File: src/rtl/spi_reg_pkg.sv
package spi_reg_pkg;
  parameter int unsigned IDX_W = 4;

  typedef enum logic [1:0] {
    PH_CMD  = 2'd0,
    PH_DATA = 2'd1,
    PH_DONE = 2'd2
  } phase_e;

  typedef struct packed {
    logic             rd;
    logic [IDX_W-1:0] idx;
    logic             ok;
  } cmd_t;
endpackage

File: src/rtl/spi_sync.sv
module spi_sync #(
  parameter int unsigned N       = 1,
  parameter int unsigned STAGES  = 2,
  parameter logic [N-1:0] RST_VAL = '0
) (
  input  logic         clk_i,
  input  logic         rst_ni,
  input  logic [N-1:0] d_i,
  output logic [N-1:0] q_o
);
  logic [N-1:0] stg_q [STAGES];

  always_ff @(posedge clk_i or negedge rst_ni) begin
    if (!rst_ni) begin
      for (int s = 0; s < STAGES; s++) stg_q[s] <= RST_VAL;
    end else begin
      stg_q[0] <= d_i;
      for (int s = 1; s < STAGES; s++) stg_q[s] <= stg_q[s-1];
    end
  end

  assign q_o = stg_q[STAGES-1];
endmodule

File: src/rtl/spi_edge.sv
module spi_edge (
  input  logic clk_i,
  input  logic rst_ni,
  input  logic sig_i,
  output logic rise_o,
  output logic fall_o
);
  logic prev_q;

  always_ff @(posedge clk_i or negedge rst_ni) begin
    if (!rst_ni) prev_q <= 1'b0;
    else         prev_q <= sig_i;
  end

  assign rise_o = sig_i & ~prev_q;
  assign fall_o = ~sig_i & prev_q;
endmodule

File: src/rtl/spi_frame.sv
module spi_frame
  import spi_reg_pkg::*;
#(
  parameter int unsigned BYTE_W = 8
) (
  input  logic              clk_i,
  input  logic              rst_ni,
  input  logic              cs_act_i,
  input  logic              rise_i,
  input  logic              fall_i,
  input  logic              mosi_i,
  input  logic [BYTE_W-1:0] rdata_i,
  output logic              wr_o,
  output logic              rd_o,
  output logic [IDX_W-1:0]  addr_o,
  output logic [BYTE_W-1:0] wdata_o,
  output logic              miso_o
);
  localparam int unsigned CNT_W  = $clog2(BYTE_W);
  localparam int unsigned IDX_LO = BYTE_W - 1 - IDX_W;
  localparam logic [CNT_W-1:0] LAST = CNT_W'(BYTE_W - 1);

  phase_e            phase_q;
  logic [CNT_W-1:0]  cnt_q;
  logic [BYTE_W-1:0] sh_q, tx_q, wdata_q;
  cmd_t              cmd_q, cmd_d;
  logic              load_q, wr_q, rd_q, miso_q;
  logic [BYTE_W-1:0] byte_in;
  logic              last_bit;

  assign byte_in  = {sh_q[BYTE_W-2:0], mosi_i};
  assign last_bit = (cnt_q == LAST);

  always_comb begin
    cmd_d.rd  = byte_in[BYTE_W-1];
    cmd_d.idx = byte_in[BYTE_W-2 -: IDX_W];
    cmd_d.ok  = ~|byte_in[IDX_LO-1:1];   // reserved pad bits must be zero
  end

  always_ff @(posedge clk_i or negedge rst_ni) begin
    if (!rst_ni) begin
      phase_q <= PH_CMD;
      cnt_q   <= '0;
      sh_q    <= '0;
      tx_q    <= '0;
      wdata_q <= '0;
      cmd_q   <= '0;
      load_q  <= 1'b0;
      wr_q    <= 1'b0;
      rd_q    <= 1'b0;
      miso_q  <= 1'b0;
    end else begin
      wr_q   <= 1'b0;
      rd_q   <= 1'b0;
      load_q <= 1'b0;
      if (!cs_act_i) begin
        phase_q <= PH_CMD;
        cnt_q   <= '0;
        tx_q    <= '0;
        miso_q  <= 1'b0;
      end else begin
        if (load_q) begin
          tx_q <= rdata_i;   // index settled one cycle earlier
          rd_q <= 1'b1;
        end
        if (rise_i && phase_q != PH_DONE) begin
          sh_q  <= byte_in;
          cnt_q <= last_bit ? '0 : cnt_q + 1'b1;
          if (last_bit) begin
            if (phase_q == PH_CMD) begin
              cmd_q   <= cmd_d;
              phase_q <= PH_DATA;
              load_q  <= cmd_d.rd & cmd_d.ok;
            end else begin
              phase_q <= PH_DONE;
              if (!cmd_q.rd && cmd_q.ok) begin
                wr_q    <= 1'b1;
                wdata_q <= byte_in;
              end
            end
          end
        end
        if (fall_i && phase_q != PH_CMD) begin
          miso_q <= tx_q[BYTE_W-1];
          tx_q   <= {tx_q[BYTE_W-2:0], 1'b0};
        end
      end
    end
  end

  assign wr_o    = wr_q;
  assign rd_o    = rd_q;
  assign addr_o  = cmd_q.idx;
  assign wdata_o = wdata_q;
  assign miso_o  = miso_q;
endmodule

File: src/rtl/spi_reg_slave.sv
module spi_reg_slave
  import spi_reg_pkg::*;
#(
  parameter int unsigned BYTE_W      = 8,
  parameter int unsigned SYNC_STAGES = 2
) (
  input  logic              clk_i,
  input  logic              rst_ni,
  input  logic              spi_sclk_i,
  input  logic              spi_csn_i,
  input  logic              spi_mosi_i,
  output logic              spi_miso_o,
  output logic              spi_miso_oe_o,
  output logic [IDX_W-1:0]  reg_addr_o,
  output logic              reg_wr_o,
  output logic [BYTE_W-1:0] reg_wdata_o,
  output logic              reg_rd_o,
  input  logic [BYTE_W-1:0] reg_rdata_i
);
  logic [2:0] pins_s;
  logic       sclk_s, csn_s, mosi_s, cs_act;
  logic       sclk_rise, sclk_fall;

  spi_sync #(
    .N       (3),
    .STAGES  (SYNC_STAGES),
    .RST_VAL (3'b100)
  ) u_sync (
    .clk_i  (clk_i),
    .rst_ni (rst_ni),
    .d_i    ({spi_csn_i, spi_sclk_i, spi_mosi_i}),
    .q_o    (pins_s)
  );

  assign {csn_s, sclk_s, mosi_s} = pins_s;
  assign cs_act = ~csn_s;

  spi_edge u_edge (
    .clk_i  (clk_i),
    .rst_ni (rst_ni),
    .sig_i  (sclk_s),
    .rise_o (sclk_rise),
    .fall_o (sclk_fall)
  );

  spi_frame #(.BYTE_W(BYTE_W)) u_frame (
    .clk_i    (clk_i),
    .rst_ni   (rst_ni),
    .cs_act_i (cs_act),
    .rise_i   (sclk_rise),
    .fall_i   (sclk_fall),
    .mosi_i   (mosi_s),
    .rdata_i  (reg_rdata_i),
    .wr_o     (reg_wr_o),
    .rd_o     (reg_rd_o),
    .addr_o   (reg_addr_o),
    .wdata_o  (reg_wdata_o),
    .miso_o   (spi_miso_o)
  );

  // Pad enable follows the raw pin so release is immediate.
  assign spi_miso_oe_o = ~spi_csn_i;
endmodule

File: config.mk
export PLATFORM = sky130hd
export DESIGN_NAME = spi_reg_slave
export DESIGN_NICKNAME = d
export VERILOG_FILES = /design/src/rtl/spi_reg_pkg.sv /design/src/rtl/spi_sync.sv /design/src/rtl/spi_edge.sv /design/src/rtl/spi_frame.sv /design/src/rtl/spi_reg_slave.sv
export SDC_FILE = /design/constraint.sdc
export NUM_CORES = 1
export LEC_CHECK = 0
export ABC_CLOCK_PERIOD_IN_PS = 1400
export CAP_MARGIN = 10
export CORE_ASPECT_RATIO = 1.25
export CORE_MARGIN = 3
export CORE_UTILIZATION = 47
export CTS_CLUSTER_DIAMETER = 100
export DETAILED_ROUTE_END_ITERATION = 12
export GPL_ROUTABILITY_DRIVEN = 0
export PLACE_DENSITY = 0.81
export SETUP_SLACK_MARGIN = 0.05
export SKIP_LAST_GASP = 1
export SLEW_MARGIN = 20
export SYNTH_ARGS = -nofsm -noshare
export SYNTH_HDL_FRONTEND = slang
export SYNTH_SLANG_ARGS = --single-unit
File: constraint.sdc
create_clock -name clk_i -period 1.4 [get_ports clk_i]
set_input_delay 0.35 -clock clk_i [delete_from_list [all_inputs] [get_ports clk_i]]
set_output_delay 0.35 -clock clk_i [all_outputs]
set_load 0.02 [all_outputs]
Yosys cells after proc, flatten, opt, wreduce, memory -nomap -nowiden
Cells that the tools add are included.
{ "totals": {"output_inout_bits": 16, "regBits": 45} }
{ "op_classes": {"n_reduce_logical": 16, "muxes": 23, "n_addsub": 1, "bitwise": 8, "eq_ne": 2} }
{ "ops": {"columns": ["operator", "count"], "rows": [
  ["$mux 8", 3],
  ["$mux 1", 13],
  ["$mux 3", 3],
  ["$mux 2", 4],
  ["$reduce_bool 2->1", 4],
  ["$not 1->1", 5],
  ["$reduce_and 5->1", 1],
  ["$reduce_and 2->1", 2],
  ["$reduce_and 4->1", 1],
  ["$add 3x1->3 const B", 1],
  ["$and 1x1->1", 3],
  ["$eq 3x3->1 const B", 1],
  ["$logic_and 1x1->1", 3],
  ["$reduce_bool 3->1", 1],
  ["$logic_not 1->1", 2],
  ["$logic_not 2->1", 1],
  ["$ne 2x2->1 const B", 1],
  ["$reduce_or 2->1", 1]
]} }

Depth between registers and ports, before layout
Gate-level depths: netlist of run 1.
{ "depth": {"word_depth": 7, "depth_mapped": 4, "ltp_nobuf": 4} }

By module
Synthesis of run 1 repeated with hierarchy kept, for this count alone.
{ "hier_totals": {"cells_unflattened": 136, "hier_area_um2": 1835.5} }
{ "by_module_without_submodules": {"columns": ["mod", "seq_area_each_um2", "instances", "cells_per_inst", "area_each_um2"], "rows": [
  ["spi_frame", 950.9, 1, 122, 1612.8],
  ["spi_sync", 152.6, 1, 9, 175.2],
  ["spi_edge", 25.0, 1, 3, 40.0],
  ["spi_reg_slave", 0.0, 1, 2, 7.5]
]} }

Least setup slack after synthesis of run 1
No wires, ideal clock.
{ "synth_path": {"path_type": "register to register", "start": "register u_frame.cnt_q[0]", "end": "register u_frame.cnt_q[0]", "t_arrival_ps": 1435, "path_stages_with_launch": 5, "period_less_slack_ps": 1513, "path_slack_ps": -113, "path_cell_list": "dfrtp_1 > ha_1 > ha_1 > or4_1 > a21oi_1"} }
{ "synth_via": {"elab_chain_len": 4} }
{ "synth_lines": {"columns": ["item", "line_no", "source"], "rows": [
  ["start, declared", "spi_frame.sv:24", "logic [CNT_W-1:0] cnt_q;"],
  ["start signal, assigned", "spi_frame.sv:68", "cnt_q <= last_bit ? '0 : cnt_q + 1'b1;"],
  ["$add 3x1->3 or $eq 3x3->1 (tied branches)", "spi_frame.sv:68, spi_frame.sv:32", null],
  ["$mux 3 *", "spi_frame.sv:68", null],
  ["$mux 3 *", "spi_frame.sv:66", "if (rise_i && phase_q != PH_DONE) begin"],
  ["$mux 3 *", "spi_frame.sv:56", "if (!cs_act_i) begin"]
]} }
Every way passes the cells marked *; elsewhere a longest branch is shown, timed or not. The select of a mux whose other input is x is not followed.
A chain may end at the register's enable or synchronous reset.

Worst setup path after layout of run 1
Same ends and word-level chain as after synthesis.

==> summary.md, run 1 <==
| Metric | Value |
|---|---|
| Status | `complete, but fails checks` |
| Failing checks | `negative setup slack` |
| Max IR drop VDD | `0.6937 mV` |
| Die W | `62.22 um` |
| Slew at the pin closest to its max-slew limit | `467.9 ps` |
| Syn-to-layout area delta | `31.33%` |
| Worst path arrival time | `1710 ps` |
| Main flop type after synthesis | `dfrtp_1` |
| Final worst-path cycle share | `105.9%` |
| Final hold slack | `1.683 ps` |
| Seq pwr share | `60.2%` |
| RSZ-0062 raised after global routing | `true` |
| Post-Route Skew | `4.596 ps` |
| Sw Ratio | `23.74%` |
| Reg area | `0.001130 mm2` |
| H-tree Lvls | `2` |
| Core area | `0.003633 mm2` |
| Final Cell Area | `0.002439 mm2` |
| Clk_lat worst skew | `290 ps` |
| Worst-path cell chain | `ha_2 -> ha_4 -> or4_4 -> a21oi_2` |
| Largest net degree at the start of global routing | `27` |
| CTS clk-pin slew, worst paths | `80 ps` |
| Filler cell count | `278` |
| Die height | `76.28 um` |
| Routed WL per cell | `16.24 um` |
| Setup ws final | `-83.22 ps` |
| Register area share after synthesis | `60.78%` |
| Setup Slack @ Placement | `-383.8 ps` |
| Grt ovf | `0` |
| Comb power frac | `9.0%` |
| Global-route wire length before repair | `6348 um` |
| Drt drc | `0` |
| Antenna viol nets, final | `0` |
| Initial antenna violation count | `0` |
| CTS tree | `built` |
| Syn Area/Cell | `13.55 um2` |
| Hold Fails Final Rpt | `0` |
| Leakage | `1.110 nW` |
| Slew Viols, Final | `0` |
| Root Driver | `clkbuf_8` |
| Starting Density | `51.10%` |
| Synth cell types | `30` |
| Pwr dens | `1013 mW/mm2` |
| Post-synth top area cell | `dfrtp_1` |
| Internal | `1.884 mW` |
| CTS Buf Count | `5` |
| Fin crit period | `1483 ps` |
| Rel. slew slack | `68.80%` |
| Worst Hold Class | `in2async` |
| Drt first pass iters | `4` |
| Syn_nets | `152` |
| Global Route Usage Sum | `16.95%` |
| Gate Count Post-Synth | `137` |
| Yosys warnings | `0` |
| Crit start category | `flip-flop` |
| Yosys top cell area share | `57.95%` |
| Final HPWL DP | `2490 um` |
| Crit path required time | `1620 ps` |
| DR vias/cell | `5.214` |
| Max incr delay on CP | `510 ps` |
| CP Max Fanout | `3` |
| Area of the multi-input gates | `819.5 um2` |
| CP top delay family | `simple AND/OR/NAND/NOR gates` |
| Synth area leaders | `dfrtp_1 58%, mux2_2 13%, mux2i_1 4.3%` |
| WP buf/inv | `0` |
| CTS Sinks | `45` |
| DRT iter0 DRCs | `42` |
| Crit Path Class | `reg2reg` |
| Setup TNS | `-552.3 ps` |
| Final Power | `2.470 mW` |
| Clock network power share | `30.8%` |
| Post-synth EDFFs | `0` |
| Longest Clk Path Bufs | `2` |
| Setup-failing EPs final | `12` |
| Area of placed instances | `0.002243 mm2` |
| Max-cap violations | `0` |
| Port Buffer Count | `28` |
| Fraction of layout cells with a size suffix above 1 | `42.94%` |
| Post-synth ARST share | `100.0%` |
| Routed vias | `1194` |
| Worst Setup End Kind | `flip-flop` |
| Switching pwr | `586.4 uW` |
| CP max-delay cell | `or4_4` |
| Top-level I/O count | `29` |
| Die area | `0.004746 mm2` |
| Final nets | `191` |
| Seq cells post-synth | `45` |
| F_max | `674.2 MHz` |
| Num rows | `24` |
| Area of the mapped netlist | `0.001857 mm2` |
| Vias in the first global route | `1359` |
| Drt total wl | `3718 um` |
| Antenna cells | `0` |
[kinds of logic after synthesis]
family | synth area share [%]
flip-flops | 60.78
AND/OR/NAND/NOR | 11.39
multiplexers | 17.05
AO/OA/AOI/OAI | 5.593
buffers and inverters | 3.841
adder cells (fa/ha/maj) | 1.347
[layout by cell type, fill, tap and decap left out, types with 3 or more instances in the layout]
master / count
dfrtp_1: 42
mux2_4: 14
clkbuf_2: 12
clkdlybuf4s50_1: 11
buf_4: 10
mux2i_1: 8
nor3_1: 8
mux2_2: 7
a211oi_2: 5
o21ai_0: 5
clkbuf_8: 5
nand2b_1: 4
clkdlybuf4s15_1: 4
nand3_4: 3
nor2_1: 3
a21oi_1: 3
[synthesized netlist by cell type, types with 3 or more instances]
library cell  number
nor3_1             8
o21ai_0            5
buf_2              3
buf_4              4
nor2_1             5
a211oi_1           7
mux2_2            21
mux2i_1            8
dfrtp_1           43
a21oi_1            4
nand2b_1           4
[path summary, 6_finish.rpt]
path | from | end | slack (ps) | cells past startpoint
min reg2reg | u_sync.stg_q[5] | u_sync.q_o[2] | 360 | 0
max in group asynchronous | rst_ni | u_frame.phase_q[0] | 890 | 2
min | rst_ni | u_frame.cnt_q[0] | 2 | 1
max reg2reg | u_frame.cnt_q[0] | u_frame.cnt_q[0] | -80 | 4
min in group clk_i | u_sync.stg_q[5] | u_sync.q_o[2] | 360 | 0
max | u_frame.cnt_q[0] | u_frame.cnt_q[0] | -80 | 4
[worst reg2reg max path: stages, from the launching register on]
cell,delay [ps]
dfrtp_1,390
ha_2,200
ha_4,170
or4_4,510
a21oi_2,150
[per-layer routing]
layer	vias up	wire [um]	GRT usage (%)
met5	-	0	0
met4	0	64	10.62
met3	5	130	4.867
met2	25	2023	28.56
met1	607	1500	18.67
li1	557	-	-
[timing repair]
action                     in CTS  in global routing
hold buffers                    0                  0
gates cloned                    1                  0
pin swaps                       7                  1
gates resized for setup        45                 29
setup buffers                   3                  2
setup endpoints to repair      32                 45
[power by group through the flow]
| stage | clock network [mW] | logic (mW) | registers, mW |
|---|---|---|---|
| after global placement | 0 | 0.199 | 1.51 |
| after global routing | 0.841 | 0.253 | 1.51 |
| after detailed placement | 0 | 0.206 | 1.51 |
| after floorplan | 0 | 0.119 | 1.48 |
| final | 0.760 | 0.223 | 1.49 |
| after CTS | 0.794 | 0.219 | 1.49 |
[area by class of cell]
| cell class | instances | area share (%) |
|---|---|---|
| Timing Repair Buffer | 41 | 13.65 |
| Tap cell | 52 | 2.668 |
| Sequential cell | 45 | 46.33 |
| Multi-Input combinational cell | 81 | 33.61 |
| Inverter | 2 | 0.3079 |
| Clock buffer | 7 | 3.130 |
| Clock inverter | 1 | 0.3079 |
[flip-flops by register name, summed over array words and instances (netlist names)]
| register | flops |
|---|---|
| u_frame.wdata_o | 8 |
| u_frame.cnt_q | 3 |
| u_edge.prev_q | 1 |
| u_frame.phase_q | 2 |
| u_frame.addr_o | 4 |
| u_frame.tx_q | 8 |
| u_frame.rd_o | 1 |
| u_frame.wr_o | 1 |
| u_frame.miso_o | 1 |
| u_frame.cmd_q | 2 |
| u_frame.load_q | 1 |
| u_sync.stg_q | 3 |
| u_frame.sh_q | 7 |
| u_sync.q_o | 3 |
[stage by stage]
stage          cells  utilization (%)
6_report         229            67.11
5_1_grt          229            67.11
4_1_cts          227            66.67
3_5_place_dp     215            61.74
3_3_place_gp     215            61.74
2_1_floorplan    137                -
(Power assumes the default switching activity.)
==> run 2: changes to the inputs <==
Settings changed: GPL_TIMING_DRIVEN from default to 0, REMOVE_ABC_BUFFERS from default to 1.
==> summary.md, run 2 (synthesis gave the netlist of run 1 again) <==
| Metric | Value |
|---|---|
| Status | `complete, but fails checks` |
| Failing checks | `negative setup slack` |
| Crit Path Class | `reg2reg` |
| RSZ-0062 raised after global routing | `true` |
| Final worst-path cycle share | `109.5%` |
| Worst path arrival time | `1720 ps` |
| Syn-to-layout area delta | `33.96%` |
| Top-level I/O count | `29` |
| Pwr dens | `1083 mW/mm2` |
| Clk_lat worst skew | `300 ps` |
| Final Power | `2.694 mW` |
| Die area | `0.004746 mm2` |
| Antenna cells | `0` |
| Num rows | `24` |
| Max-cap violations | `0` |
| Commonest cells after routing, fill and taps aside | `43 x dfrtp_1, 14 x mux2_4, 12 x clkbuf_2` |
| Leakage | `1.156 nW` |
| Initial antenna violation count | `0` |
| Max IR drop VDD | `0.8917 mV` |
| Routed WL per cell | `16.87 um` |
| Filler cell count | `262` |
| Setup ws final | `-133.5 ps` |
| Final Core Density | `68.46%` |
| DR vias/cell | `5.252` |
| Root Driver | `clkbuf_8` |
| CTS Sinks | `45` |
| Area of placed instances | `0.002153 mm2` |
| Crit path required time | `1590 ps` |
| CTS clk-pin slew, worst paths | `80 ps` |
| Post-Route Skew | `8.136 ps` |
| Drt total wl | `3879 um` |
| Worst Setup End Kind | `flip-flop` |
| Fin crit period | `1534 ps` |
| Slew at the pin closest to its max-slew limit | `437.6 ps` |
| Final nets | `192` |
| Hold Fails Final Rpt | `0` |
| F_max | `652.1 MHz` |
| Die W | `62.22 um` |
| Starting Density | `51.10%` |
| Final HPWL DP | `2361 um` |
| CP Max Fanout | `5` |
| Largest net degree at the start of global routing | `32` |
| Global Route Usage Sum | `17.30%` |
| Grt ovf | `0` |
| Slew Viols, Final | `0` |
| DRT iter0 DRCs | `54` |
| Port Buffer Count | `28` |
| H-tree Lvls | `2` |
| Antenna viol nets, final | `0` |
| Most common cell after layout, fill and taps aside | `dfrtp_1` |
| Global-route wire length before repair | `6382 um` |
| Die height | `76.28 um` |
| CTS Buf Count | `5` |
| Rel. slew slack | `70.82%` |
| Vias in the first global route | `1368` |
| CTS tree | `built` |
| Final Cell Area | `0.002487 mm2` |
| Crit start category | `flip-flop` |
| Fraction of layout cells with a size suffix above 1 | `42.13%` |
| Setup-failing EPs final | `19` |
| Longest Clk Path Bufs | `2` |
| Worst Hold Class | `reg2reg` |
| Routed vias | `1208` |
| Drt drc | `0` |
| Core area | `0.003633 mm2` |
| Drt first pass iters | `4` |
==> run 2: where the power goes <==
| group | switching (mW) | internal [mW] |
|---|---|---|
| Combinational | 0.0888 | 0.130 |
| Clock | 0.433 | 0.536 |
| Sequential | 0.110 | 1.40 |
==> run 2: worst paths after layout <==
path	from	endpoint	slack (ps)	cells past startpoint
worst max register to register	u_frame.cnt_q[0]	u_frame.wdata_o[2]	-130	6
min in group asynchronous	rst_ni	u_frame.tx_q[4]	480	2
max in group asynchronous	rst_ni	u_frame.phase_q[0]	450	3
worst max-delay path	u_frame.cnt_q[0]	u_frame.wdata_o[2]	-130	6
worst min register to register	u_sync.stg_q[4]	u_sync.q_o[1]	360	0
worst min-delay path	u_sync.stg_q[4]	u_sync.q_o[1]	360	0
==> run 2: area by class of cell <==
class / count / area, um2 / share of cell area [%]
multi-input cells: 80 / 790.8 / 31.79
repair buffers: 43 / 380.4 / 15.29
inverters: 2 / 7.507 / 0.3018
flip-flops and latches: 45 / 1132 / 45.52
well taps: 52 / 65.06 / 2.616
clock inverters: 2 / 38.79 / 1.559
clock buffers: 6 / 72.57 / 2.917
==> run 2: critical path, stage by stage (launching register included) <==
cell	delay, ps
dfrtp_1	400
ha_2	200
ha_4	170
buf_12	120
nand3_4	90
buf_8	140
mux2_4	300
==> run 2: repair_timing <==
action,in CTS,in global routing
pin swaps,5,6
endpoints found under the hold margin,12,0
setup buffers,7,6
setup endpoints to repair,49,48
hold buffers,1,0
resized for setup,53,37
==> run 2: routing by layer <==
| layer | part of all wire, % | track usage, % |
|---|---|---|
| met1 | 38 | 18.81 |
| met2 | 56 | 30.71 |
| met3 | 4.6 | 6.637 |
| met4 | 1.8 | 5.752 |
| met5 | 0 | 0 |
==> run 2: metrics by stage <==
| stage | TNS (ps) | hold WS [ps] | setup slack, ps | cells |
|---|---|---|---|---|
| 4_1_cts | -1271 | 361.0 | -153.7 | 224 |
| 3_3_place_gp | -53050 | 331.4 | -1073 | 207 |
| 3_5_place_dp | -6634 | 272.8 | -404.3 | 208 |
| 2_1_floorplan | -1239 | 54.41 | -112.8 | 127 |
| 5_1_grt | -2500 | 367.3 | -160.7 | 230 |
| 6_report | -1730 | 357.9 | -133.5 | 230 |
